[config.mk]
export PLATFORM = sky130hd
export DESIGN_NAME = rtc_regs
export DESIGN_NICKNAME = d
export VERILOG_FILES = /design/src/rtl/rtc_regs.sv
export SDC_FILE = /design/constraint.sdc
export NUM_CORES = 1
export LEC_CHECK = 0
export ABC_AREA = 0
export BUFFER_PORTS_ARGS = -buffer_cell sky130_fd_sc_hd__buf_2
export CORE_MARGIN = 2
export CORE_UTILIZATION = 63
export DETAILED_ROUTE_END_ITERATION = 12
export GPL_TIMING_DRIVEN = 0
export PLACE_DENSITY_LB_ADDON = 0.05
export SYNTH_ARGS = -nofsm -noshare
export SYNTH_HDL_FRONTEND = slang
export SYNTH_SLANG_ARGS = --single-unit
[constraint.sdc]
create_clock -name clk -period 3.5 [get_ports clk]
set_clock_uncertainty 0.15 [all_clocks]
set_input_delay 0 -clock clk [delete_from_list [all_inputs] [get_ports clk]]
set_output_delay 0 -clock clk [all_outputs]
set_load 0.03 [all_outputs]
[src/rtl/rtc_regs.sv]
module rtc_regs #(
  parameter int TICKS_PER_SEC = 32768,
  parameter int UIP_CYCLES    = 8
) (
  input  logic       clk,
  input  logic       rst_n,
  input  logic       base_tick,
  input  logic [3:0] addr,
  input  logic       wr_en,
  input  logic [7:0] wr_data,
  input  logic       rd_en,
  output logic [7:0] rd_data,
  output logic       irq
);

  localparam int TW = $clog2(TICKS_PER_SEC);
  localparam int UW = $clog2(UIP_CYCLES + 1);
  localparam int DW = 16;

  localparam logic [3:0] AD_SEC = 4'h0, AD_SECAL = 4'h1, AD_MIN = 4'h2, AD_MINAL = 4'h3;
  localparam logic [3:0] AD_HR = 4'h4, AD_HRAL = 4'h5, AD_WDAY = 4'h6, AD_DAY = 4'h7;
  localparam logic [3:0] AD_MON = 4'h8, AD_YR = 4'h9, AD_CTLA = 4'hA, AD_CTLB = 4'hB;
  localparam logic [3:0] AD_FLAG = 4'hC, AD_VALID = 4'hD, AD_CENT = 4'hE;

  logic [7:0]    sc, mn, hr, sc_al, mn_al, hr_al;
  logic [7:0]    wday, day, mon, yr, cent;
  logic [6:0]    ctl_a;
  logic [7:0]    ctl_b;
  logic [2:0]    flg;
  logic          uip;
  logic [UW-1:0] uip_cnt;
  logic [TW-1:0] tick_cnt;
  logic [DW-1:0] div_cnt;

  function automatic logic [7:0] bcd_step(input logic [7:0] v);
    return (v[3:0] == 4'd9) ? {v[7:4] + 4'd1, 4'd0} : v + 8'd1;
  endfunction

  logic       s_wrap, m_wrap;
  logic [7:0] sc_n, mn_n, hr_n;
  assign s_wrap = (sc == 8'h59);
  assign m_wrap = (mn == 8'h59);
  assign sc_n   = s_wrap ? 8'h00 : bcd_step(sc);
  assign mn_n   = !s_wrap ? mn : (m_wrap ? 8'h00 : bcd_step(mn));
  assign hr_n   = !(s_wrap && m_wrap) ? hr : ((hr == 8'h23) ? 8'h00 : bcd_step(hr));

  logic          halt, sec_edge, upd_fire, alarm_hit, per_evt, rd_c;
  logic [3:0]    rate;
  logic [DW-1:0] per_mask;
  logic [2:0]    pend;

  assign halt      = ctl_b[7];
  assign sec_edge  = base_tick && (tick_cnt == TW'(TICKS_PER_SEC - 1));
  assign upd_fire  = uip && (uip_cnt == UW'(1)) && !halt;
  assign alarm_hit = ({hr_n, mn_n, sc_n} == {hr_al, mn_al, sc_al});
  assign rate      = ctl_a[3:0];
  assign per_mask  = (rate == 4'd0) ? '0 : ((DW'(1) << (rate - 4'd1)) - DW'(1));
  assign per_evt   = base_tick && (rate != 4'd0) && ((div_cnt & per_mask) == per_mask);
  assign rd_c      = rd_en && (addr == AD_FLAG);
  assign pend      = flg & ctl_b[6:4];
  assign irq       = |pend;

  always_ff @(posedge clk) begin
    if (!rst_n) begin
      sc <= '0; mn <= '0; hr <= '0;
      sc_al <= '0; mn_al <= '0; hr_al <= '0;
      wday <= '0; day <= '0; mon <= '0; yr <= '0; cent <= '0;
      ctl_a <= 7'h26;
      ctl_b <= 8'h02;
      flg <= '0;
      uip <= 1'b0;
      uip_cnt <= '0;
      tick_cnt <= '0;
      div_cnt <= '0;
    end else begin
      if (base_tick) begin
        tick_cnt <= sec_edge ? '0 : tick_cnt + TW'(1);
        div_cnt  <= div_cnt + DW'(1);
      end

      if (halt) begin
        uip <= 1'b0;
      end else if (uip) begin
        if (uip_cnt == UW'(1)) uip <= 1'b0;
        uip_cnt <= uip_cnt - UW'(1);
      end else if (sec_edge) begin
        uip     <= 1'b1;
        uip_cnt <= UW'(UIP_CYCLES);
      end

      if (upd_fire) begin
        sc <= sc_n; mn <= mn_n; hr <= hr_n;
      end

      flg <= (rd_c ? 3'b000 : flg) | {per_evt, upd_fire && alarm_hit, upd_fire};

      if (wr_en) begin
        case (addr)
          AD_SEC:   sc    <= wr_data;
          AD_SECAL: sc_al <= wr_data;
          AD_MIN:   mn    <= wr_data;
          AD_MINAL: mn_al <= wr_data;
          AD_HR:    hr    <= wr_data;
          AD_HRAL:  hr_al <= wr_data;
          AD_WDAY:  wday  <= wr_data;
          AD_DAY:   day   <= wr_data;
          AD_MON:   mon   <= wr_data;
          AD_YR:    yr    <= wr_data;
          AD_CTLA:  ctl_a <= wr_data[6:0];
          AD_CTLB:  ctl_b <= wr_data[7] ? (wr_data & 8'hEF) : wr_data;
          AD_CENT:  cent  <= wr_data;
          default: ;
        endcase
      end
    end
  end

  always_comb begin
    case (addr)
      AD_SEC:   rd_data = sc;
      AD_SECAL: rd_data = sc_al;
      AD_MIN:   rd_data = mn;
      AD_MINAL: rd_data = mn_al;
      AD_HR:    rd_data = hr;
      AD_HRAL:  rd_data = hr_al;
      AD_WDAY:  rd_data = wday;
      AD_DAY:   rd_data = day;
      AD_MON:   rd_data = mon;
      AD_YR:    rd_data = yr;
      AD_CTLA:  rd_data = {uip, ctl_a};
      AD_CTLB:  rd_data = ctl_b;
      AD_FLAG:  rd_data = {irq, flg, 4'h0};
      AD_VALID: rd_data = 8'h80;
      AD_CENT:  rd_data = cent;
      default:  rd_data = 8'h00;
    endcase
  end

  logic [UW:0] uip_age;
  always_ff @(posedge clk) begin
    if (!rst_n) uip_age <= '0;
    else        uip_age <= uip ? uip_age + (UW+1)'(1) : '0;
  end

  assert_uip_bound_R3: assert property (@(posedge clk) disable iff (!rst_n)
    uip |-> (int'(uip_age) < UIP_CYCLES));

  assert_halt_freeze_R4: assert property (@(posedge clk) disable iff (!rst_n)
    (halt && !wr_en) |=> $stable({hr, mn, sc}));

  assert_halt_no_uip_R4: assert property (@(posedge clk) disable iff (!rst_n)
    halt |=> !uip);

  assert_ue_forced_low_R5: assert property (@(posedge clk) disable iff (!rst_n)
    halt |-> !ctl_b[4]);

  assert_sec_wrap_R2: assert property (@(posedge clk) disable iff (!rst_n)
    (upd_fire && !wr_en && sc == 8'h59) |=> (sc == 8'h00));

  assert_read_clears_R10: assert property (@(posedge clk) disable iff (!rst_n)
    (rd_c && !upd_fire && !per_evt) |=> (flg == 3'b000));

  assert_irq_source_R9: assert property (@(posedge clk) disable iff (!rst_n)
    irq |-> (flg != 3'b000));

endmodule

==> metrics.txt, run 1 <==
Critical Path, Cell by Cell inv_1, ha_1, buf_2, mux2_2, and3_1, nor3_1, xnor2_1, nand4_1, or4_1, o21ai_1; Area growth syn-to-layout 12.7%; Psw 1.04 mW; DRT Pass-1 Iters 9; PwrDens 423 nW/um^2; CTS tree built; Least-Margin Pin Slew 1.23 ns; post-cts resize count 0; Avg Cell Area, Syn 7.90 sq um; Final GP Congestion 1.09; Synth area leader dfxtp_1; Seq/Total Area, Yosys 33.8%; status completed; num ports 26; critical path class reg -> reg; final antenna-violating net count 0; CTS Buffer Depth 2; GRT overflow 0; Avg WL per Cell 22.5 um; ys async rst share 0%; postcts setup bufs 0; Via Count 8617; Worst path top cell family by delay simple AND/OR/NAND/NOR gates; DPL Wire Length 20400 um; number of library cell types mapped by synthesis 68; total track usage 41.3%; CTS H-tree lvls 4; PortBufs 19; XOR/XNOR Fraction of Synth Area 4.83%; Netlist Area Pre-Place 8340 sq um; clock latency at the later pin of the worst-skew pair 0.43 ns; post-synthesis mux area share 11.0%; critical path endpoint category flop; Row Count 42; Synth area leaders dfxtp_1 (34%), mux2i_1 (9.4%), nor2_1 (7.1%), nand2_1 (4.4%), a21oi_1 (3.5%); clock share of power 49.9%; final hold viol count 0; Die ar. 14200 sq um; sw frac 26.3%; drt initial violations 1283; initial antenna violation count 0; Final Cycle Share 92.1%; FF+latch count, synth 141; Slew HR 17.9%; post-synthesis simple-gate area fraction 23.1%; sequential power share 41.6%; Worst Path Buf+Inv 2; Arr. time, crit path 3.44 ns; layout cells sized above 1 7.33%; number of global-route vias before repair 7871; synthesized instance count 1056; CTS Sinks 141; max-cap viol count 0; ant diodes 0; syn_nets 1090; Die X 119 um; most frequent cells in the layout nor2_1 (157), dfxtp_1 (141), nand2_1 (98); largest net degree at the start of global routing 17; residual DRC count 0; total wire length 29100 um; dominant synthesized flop cell dfxtp_1; core area 13100 sq um; global-route wire length before repair 44600 um; commonest non-fill, non-tap cell in the layout nor2_1; Largest stage delay, worst path 0.56 ns; clock edge transition at the registers on the reported setup and hold paths 0.06 ns; max-slew violation count 0; Avg Vias per Cell 6.66; VDD IR max 0.000385 V; Max Fclk 310 MHz; yosys warns 0; Starting Density 63.7%; Worst Hold Class in -> reg; CP required 3.72 ns; largest family of logic cells by synthesized area simple AND/OR/NAND/NOR gates; CP max stage cell nor3_1; root buffer cell clkbuf_16; top cell type's share of synthesized area 33.8%; Leak Pwr 3.35 nW; Critical Path Fanout Max 9; clock buffer count from CTS 17; post-synthesis compound-gate area fraction 19.7%; post-synthesis adder-cell area fraction 2.55%; number of flops mapped to enable cells by yosys 0; die height 119 um; hold_buf cts 11; Final Util 71.8%; nets@finish 1139; nature of the critical path startpoint flop; RSZ-0062 raised after global routing false; sum of negative setup slack 0 ns; number of setup violations in the final report 0; Logic pwr share 8.5%; Pint 2.93 mW; fin crit period 3.22 ns
[registers in the layout, indices dropped and copies added, names as in the netlist, 7 cells and up]
register / count
wday: 8
hr_al: 8
cent: 8
div_cnt: 15
hr: 8
day: 8
tick_cnt: 15
sc: 8
yr: 8
ctl_a: 7
mn_al: 8
sc_al: 8
mon: 8
mn: 8
ctl_b: 8
[cell families (layout without fill, tap and decap cells)]
kind of cell | after synthesis | count (layout)
AND/OR/NAND/NOR | 410 | 410
AO/OA/AOI/OAI | 249 | 249
flip-flops | 141 | 141
buffers and inverters | 103 | 165
multiplexers | 90 | 90
XOR/XNOR | 46 | 46
adder cells (fa/ha/maj) | 17 | 17
[worst paths after layout]
kind,startpoint,to,slack (ns),cells past startpoint
setup / recovery,sc[1],flg[1],0.28,10
hold / removal,wr_en,hr_al[3],0.24,4
setup reg to reg,sc[1],flg[1],0.28,10
hold reg to reg,ctl_a[6],ctl_a[6],0.32,2
[layer usage]
layer  share of wire (%)  vias to the layer above  GRT usage, %
li1                    -                     3910             -
met1                  40                     4035          55.2
met2                  44                      557          62.8
met3                  11                      115          9.15
met4                 5.0                        0          21.0
met5                   0                        -             0
[stage by stage]
step	setup slack [ns]	std cells	cell area (sq um)	total power, mW	hold WS (ns)
floorplan	0.914	1056	8340	1.88	0.00637
global placement	0.454	1251	8650	2.00	0.199
detailed placement	0.427	1251	8650	2.00	0.203
CTS	0.403	1294	9400	3.96	0.201
global route	0.234	1294	9400	4.05	0.267
finish	0.278	1294	9400	3.98	0.240
[cells in the mapped netlist, drive strengths merged (8+ instances only)]
| master | count |
|---|---|
| nor2 | 158 |
| mux2 | 12 |
| buf | 12 |
| dfxtp | 141 |
| or3 | 8 |
| o21ai | 55 |
| nand2 | 98 |
| nand3 | 44 |
| mux2i | 78 |
| clkbuf | 69 |
| nand4 | 17 |
| ha | 17 |
| xor2 | 23 |
| a22oi | 22 |
| inv | 22 |
| a32oi | 11 |
| nand2b | 8 |
| nor3 | 16 |
| a221oi | 8 |
| nor2b | 8 |
| a21oi | 59 |
| a31oi | 15 |
| and2 | 9 |
| o221ai | 8 |
| xnor2 | 23 |
| a211oi | 13 |
| and3 | 11 |
| o211ai | 9 |
[power by group through the flow]
stage / clock network (mW) / logic (mW) / registers [mW]
3_5_place_dp: 0 / 0.311 / 1.69
2_1_floorplan: 0 / 0.204 / 1.68
4_1_cts: 1.98 / 0.324 / 1.65
3_3_place_gp: 0 / 0.310 / 1.69
5_1_grt: 2.04 / 0.357 / 1.66
6_report: 1.98 / 0.339 / 1.66
[final cells by class]
type / count / area [sq um]
fillers: 1062 / 3680
clock inverters: 14 / 206
plain buffers: 81 / 337
flip-flops and latches: 141 / 2820
inverters: 22 / 82.6
clock buffers: 18 / 429
multi-input cells: 812 / 5100
well taps: 176 / 220
repair buffers: 30 / 205
[worst reg2reg max path, delay by kind of cell (launching register included)]
| family | cells | cell delay [ns] |
|---|---|---|
| multiplexers | 1 | 0.29 |
| adder cells (fa/ha/maj) | 1 | 0.19 |
| AO/OA/AOI/OAI | 1 | 0.14 |
| AND/OR/NAND/NOR | 4 | 1.42 |
| XOR/XNOR | 1 | 0.20 |
| buffers and inverters | 2 | 0.26 |
| flip-flops | 1 | 0.50 |
Note: power is estimated with default switching activity, not from simulation.
==> inputs of run 2 (changes only) <==
--- a/config.mk
+++ b/config.mk
@@ -7,8 +7,9 @@
 export LEC_CHECK = 0
 export ABC_AREA = 0
 export BUFFER_PORTS_ARGS = -buffer_cell sky130_fd_sc_hd__buf_2
+export CAP_MARGIN = 10
 export CORE_MARGIN = 2
-export CORE_UTILIZATION = 63
+export CORE_UTILIZATION = 35
 export DETAILED_ROUTE_END_ITERATION = 12
 export GPL_TIMING_DRIVEN = 0
 export PLACE_DENSITY_LB_ADDON = 0.05
==> run 2 against run 1 <==
Against the previous run: fmax increased by 0.60%; sequential share of layout area decreased by 0.33 points; worst setup slack improved by 0.019 ns; sequential cell count unchanged; hold slack got worse by 0.20 ns; non-clock buffer count decreased by 2; final cell count increased by 11%; global-route usage decreased by 15 points; critical path type unchanged; first-iteration DRC count decreased by 43%; register-to-register slack improved by 0.02 ns; cell area increased by 1.1%; largest cell class unchanged.
==> metrics.txt, run 2 (synthesis gave the netlist of run 1 again) <==
Max Fclk 312 MHz (+0.60%); CTS H-tree lvls 4 (unchanged); PwrDens 402 nW/um^2 (-5.0%); Die X 158 um (+33%); Logic pwr share 9.0% (+0.5 points); VDD IR max 0.000308 V (-20%); Largest stage delay, worst path 0.53 ns (-0.03 ns); Worst Path Buf+Inv 2 (unchanged); clock edge transition at the registers on the reported setup and hold paths 0.07 ns (about the same); DP Worst Slack 0.381 ns (-0.0461 ns); number of global-route vias before repair 7601 (-3.4%); die height 158 um (+33%); fin cells 1436 (+11%); root buffer cell clkbuf_16; nets@finish 1137 (-0.18%); RSZ-0062 raised after global routing false; GRT overflow 0 (unchanged); total track usage 26.5% (-15 points); layout cells sized above 1 7.35% (+0.013 points); sequential power share 43.3% (+1.7 points); max-slew violation count 0 (unchanged); total wire length 32600 um (+12%); Starting Density 35.6% (-28 points); Critical Path Fanout Max 8 (-1); max-cap viol count 0 (unchanged); core area 23400 sq um (+79%); Worst Hold Class in -> reg; Pwr Total 3.82 mW (-3.9%); critical path class reg -> reg; Row Count 56 (+33%); commonest non-fill, non-tap cell in the layout nor2_1; Avg Vias per Cell 5.77 (-13%); CP required 3.72 ns (about the same); drt initial violations 736 (-43%); Critical Path, Cell by Cell clkbuf_1, inv_1, ha_1, nor4b_2, a21oi_2, o21ai_0, a32oi_1, nand4_1, or4_1, o21ai_1; residual DRC count 0 (unchanged); num ports 26 (unchanged); status completed; Worst path top cell family by delay compound AO/OA/AOI/OAI gates; hold_ws 0.0374 ns (-0.202 ns); CTS Sinks 141 (unchanged); Psw 1.15 mW (+9.8%); number of setup violations in the final report 0 (unchanged); final instance area 9500 sq um (+1.1%); Die ar. 25100 sq um (+77%); Leak Pwr 3.32 nW (-1.0%); sw frac 30.0% (+3.8 points); DP Area 8830 sq um (+2.1%); postcts setup bufs 0 (unchanged); clock buffer count from CTS 17 (unchanged); Arr. time, crit path 3.42 ns (-0.02 ns); CTS tree built; Final Util 40.6% (-31 points); clock latency at the later pin of the worst-skew pair 0.45 ns (+0.02 ns); PortBufs 19 (unchanged); largest net degree at the start of global routing 17 (unchanged); final antenna-violating net count 0 (unchanged); most frequent cells in the layout nor2_1 (157), dfxtp_1 (141), nand2_1 (98); largest registers div_cnt: 15 flops, tick_cnt: 15 flops; placed insts 1394 (+11%); DPL Wire Length 23600 um (+16%); Final GP Congestion 0.956 (-12%); sum of negative setup slack 0 ns (unchanged); setup ws final 0.297 ns (+0.0192 ns); clock share of power 47.7% (-2.2 points); Pint 2.68 mW (-8.8%); Slew HR 13.8% (-4.2 points); CTS Buffer Depth 2 (unchanged); final hold viol count 0 (unchanged); DRT Pass-1 Iters 5 (-4); Via Count 8282 (-3.9%); global-route wire length before repair 48900 um (+9.5%); CP max stage cell or4_1; Final Cycle Share 91.5% (-0.55 points); fin crit period 3.20 ns (-0.0192 ns); Area growth syn-to-layout 14.0%; Least-Margin Pin Slew 1.29 ns (+0.0622 ns); nature of the critical path startpoint flop; Avg WL per Cell 22.7 um (+1.0%); initial antenna violation count 0 (unchanged); critical path endpoint category flop
==> run 2: changes by cell type in the layout (fill, tap and decap cells not counted) <==
| cell | previous run | this run |
|---|---|---|
| dlygate4sd3_1 | 11 | 9 |
| clkinv_4 | 5 | 3 |
| clkinv_8 | 0 | 2 |
| inv_6 | 4 | 3 |
| bufinv_16 | 4 | 0 |
| diode_2 | 0 | 1 |
| inv_8 | 0 | 5 |
==> run 2: routing by layer <==
metal	vias to the layer above	share of wire (%)	global-route usage, %
met2	331	44	40.4
met3	46	6.1	5.33
met5	-	0	0
met1	4002	48	38.0
met4	0	1.7	6.91
li1	3903	-	-
==> run 2: final timing paths <==
kind                                 start       end  slack, ns  cells after the start
worst max-delay path                 hr[4]    flg[1]       0.30                     10
worst min-delay path            wr_data[5]  ctl_b[5]       0.04                      3
worst max register to register       hr[4]    flg[1]       0.30                     10
worst min register to register    ctl_a[4]  ctl_a[4]       0.31                      2
==> run 2: area by class of cell <==
| class | instances | area [sq um] |
|---|---|---|
| Fill cell | 2515 | 13900 |
| Multi-Input combinational cell | 812 | 5100 |
| Sequential cell | 141 | 2820 |
| Clock buffer | 18 | 429 |
| Tap cell | 319 | 399 |
| Buffer | 81 | 337 |
| Timing Repair Buffer | 28 | 185 |
| Clock inverter | 14 | 149 |
| Inverter | 22 | 82.6 |
| Antenna cell | 1 | 2.50 |
==> run 2: tightest hold or removal path, stage by stage <==
cell and delay (ns):
clkbuf_1 0.36, nand2_1 0.16, a21oi_1 0.06
==> run 2: power groups by stage <==
stage / logic (mW) / registers, mW / clock network (mW)
floorplan: 0.204 / 1.68 / 0
global placement: 0.330 / 1.69 / 0
detailed placement: 0.327 / 1.69 / 0
CTS: 0.337 / 1.66 / 1.85
global route: 0.366 / 1.66 / 1.92
finish: 0.342 / 1.66 / 1.82
==> run 2: repair_timing <==
item	4_1_cts	5_1_grt
hold buffers	9	0
hold endpoints to repair	26	0
resized for setup	0	0
==> inputs of run 3 (changes only) <==
==> constraint.sdc (replaced) <==
create_clock -name clk -period 2.8 [get_ports clk]
set_clock_uncertainty 0.15 [all_clocks]
set_input_delay 0 -clock clk [delete_from_list [all_inputs] [get_ports clk]]
set_output_delay 0 -clock clk [all_outputs]
set_load 0.03 [all_outputs]
==> run 3 against run 2 <==
Against the previous run: the flow now finishes with violations (negative setup slack); final cell count increased by 0.28%; cell area increased by 1.6%; count of clock-buffer cells in the layout unchanged; global-route usage increased by 0.098 points; register-to-register slack got worse by 0.33 ns; combinational power increased by 26%; sequential cell count unchanged; clock power increased by 25%; largest power group unchanged; sequential share of layout area decreased by 0.28 points; worst setup slack got worse by 0.33 ns; hold slack improved by 0.0092 ns; critical endpoint unchanged.
==> metrics.txt, run 3 (synthesis gave the netlist of run 1 again) <==
critical path class reg -> reg; Slew HR 15.0% (+1.3 points); residual DRC count 0 (unchanged); placed insts 1394 (unchanged); met3 Track Usage GR 5.33% (unchanged); RSZ-0062 raised after global routing true; worst setup path end flg[1]; ant diodes 0 (-1); Logic pwr share 9.0% (about the same); Max Fclk 353 MHz (+13%); CTS Sinks 141 (unchanged); Pint 3.35 mW (+25%); Leak Pwr 3.40 nW (+2.4%); status complete, but fails checks; clock buffer count from CTS 17 (unchanged); total wire length 32600 um (about the same); sequential power share 43.4% (about the same); num ports 26 (unchanged); Final Util 41.3% (+0.64 points); global route hottest layer met2; VDD IR max 0.000383 V (+25%); CTS H-tree lvls 4 (unchanged); Arr. time, crit path 3.04 ns (-0.38 ns); root buffer cell clkbuf_16; hold_ws 0.0466 ns (+0.00924 ns); core area 23400 sq um (unchanged); nature of the critical path startpoint flop; Worst Hold Class in -> reg; max-slew violation count 0 (unchanged); flop2flop setup slack -0.03 ns (-0.33 ns); grt met1 use 38.2% (+0.18 points); critical path endpoint category flop; global-route wire length before repair 49100 um (+0.42%); Starting Density 35.6% (unchanged); Final Cycle Share 101% (+9.5 points); sum of negative setup slack -0.0291 ns (-0.0291 ns); fin cells 1440 (+0.28%); nets@finish 1142 (+0.44%); number of global-route vias before repair 7612 (+0.14%); worst reg2reg path endpoint flg[1]; number of setup violations in the final report 1 (+1); met2 usage 40.5% (+0.12 points); most frequent cells in the layout nor2_1 (155), dfxtp_1 (133), nand2_1 (97); die height 158 um (unchanged); setup ws final -0.0291 ns (-0.326 ns); clock edge transition at the registers on the reported setup and hold paths 0.07 ns (about the same); Pwr Total 4.77 mW (+25%); final hold viol count 0 (unchanged); final antenna-violating net count 0 (unchanged); Row Count 56 (unchanged); CTS tree built; PwrDens 494 nW/um^2 (+23%); Die X 158 um (unchanged); Die ar. 25100 sq um (unchanged); Via Count 8323 (+0.50%); Critical path origin mn[5]; largest net degree at the start of global routing 17 (unchanged); total track usage 26.6% (+0.098 points); final instance area 9650 sq um (+1.6%); failing checks negative setup slack; fin crit period 2.83 ns (-0.374 ns); max-cap viol count 0 (unchanged); DPL Wire Length 23600 um (unchanged); Avg WL per Cell 22.7 um (-0.22%); commonest non-fill, non-tap cell in the layout nor2_1; CP required 3.02 ns (-0.70 ns); DRT Pass-1 Iters 6 (+1); Area growth syn-to-layout 15.8%; GRT overflow 0 (unchanged); DP Area 8830 sq um (unchanged); largest registers div_cnt: 15 flops, tick_cnt: 15 flops; sw frac 29.9% (-0.10 points); initial antenna violation count 0 (unchanged); drt initial violations 733 (-0.41%); Critical Path Fanout Max 10 (+2); clock share of power 47.6% (about the same); Least-Margin Pin Slew 1.27 ns (-0.0189 ns); FF-to-FF Start mn[5]; Final GP Congestion 0.956 (unchanged); Avg Vias per Cell 5.78 (+0.22%); DP Worst Slack -0.319 ns (-0.700 ns); PortBufs 19 (unchanged); clock latency at the later pin of the worst-skew pair 0.44 ns (about the same); reg2reg path depth 11 (+1); CTS Buffer Depth 2 (unchanged); layout cells sized above 1 10.1% (+2.7 points); Psw 1.43 mW (+24%)
[run 3: worst max-delay path, stage by stage, from the launching register on]
cell and delay [ns]:
dfxtp_1 0.52, inv_1 0.08, ha_1 0.18, and3b_1 0.15
buf_2 0.15, and4_4 0.19, buf_6 0.13, a31o_1 0.22
a221oi_2 0.21, o2111ai_1 0.18, or4_1 0.44, o21ai_1 0.16
[run 3: what timing repair did]
action | in CTS | in global routing
endpoints found under the hold margin | 26 | 0
hold buffers | 9 | 0
pin swaps | 0 | 5
gates resized for setup | 24 | 17
buffers inserted | 2 | 5
cloned | 0 | 0
endpoints found under the setup margin | 6 | 11
[run 3: final cells by class]
| class | instances | area, sq um |
|---|---|---|
| Multi-Input combinational cell | 812 | 5160 |
| Tap cell | 319 | 399 |
| Clock inverter | 14 | 149 |
| Clock buffer | 18 | 429 |
| Buffer | 79 | 357 |
| Timing Repair Buffer | 35 | 238 |
| Fill cell | 2490 | 13700 |
| Sequential cell | 141 | 2840 |
| Inverter | 22 | 82.6 |
[run 3: power groups by stage]
stage / Sequential, mW / Combinational (mW) / Clock (mW)
6_report: 2.07 / 0.432 / 2.27
4_1_cts: 2.07 / 0.425 / 2.31
3_3_place_gp: 2.12 / 0.412 / 0
5_1_grt: 2.07 / 0.462 / 2.39
3_5_place_dp: 2.12 / 0.409 / 0
2_1_floorplan: 2.10 / 0.255 / 0
[run 3: metal layers]
layer  wire length (um)  part of all wire [%]
met1              15500                    47
met2              14400                    44
met3               2160                   6.6
met4                554                   1.7
met5                  0                     0
[run 3: how the worst min path moves through the flow]
stage / endpoint / startpoint / slack (ns) / depth (start not counted)
floorplan: hr[3] / wr_data[3] / 0.006 / 1
global placement: sc[4] / wr_data[4] / 0.22 / 3
detailed placement: mn[4] / wr_data[4] / 0.23 / 3
CTS: ctl_b[5] / wr_data[5] / 0.006 / 3
global route: flg[1] / rd_en / 0.06 / 4
finish: ctl_b[5] / wr_data[5] / 0.05 / 3
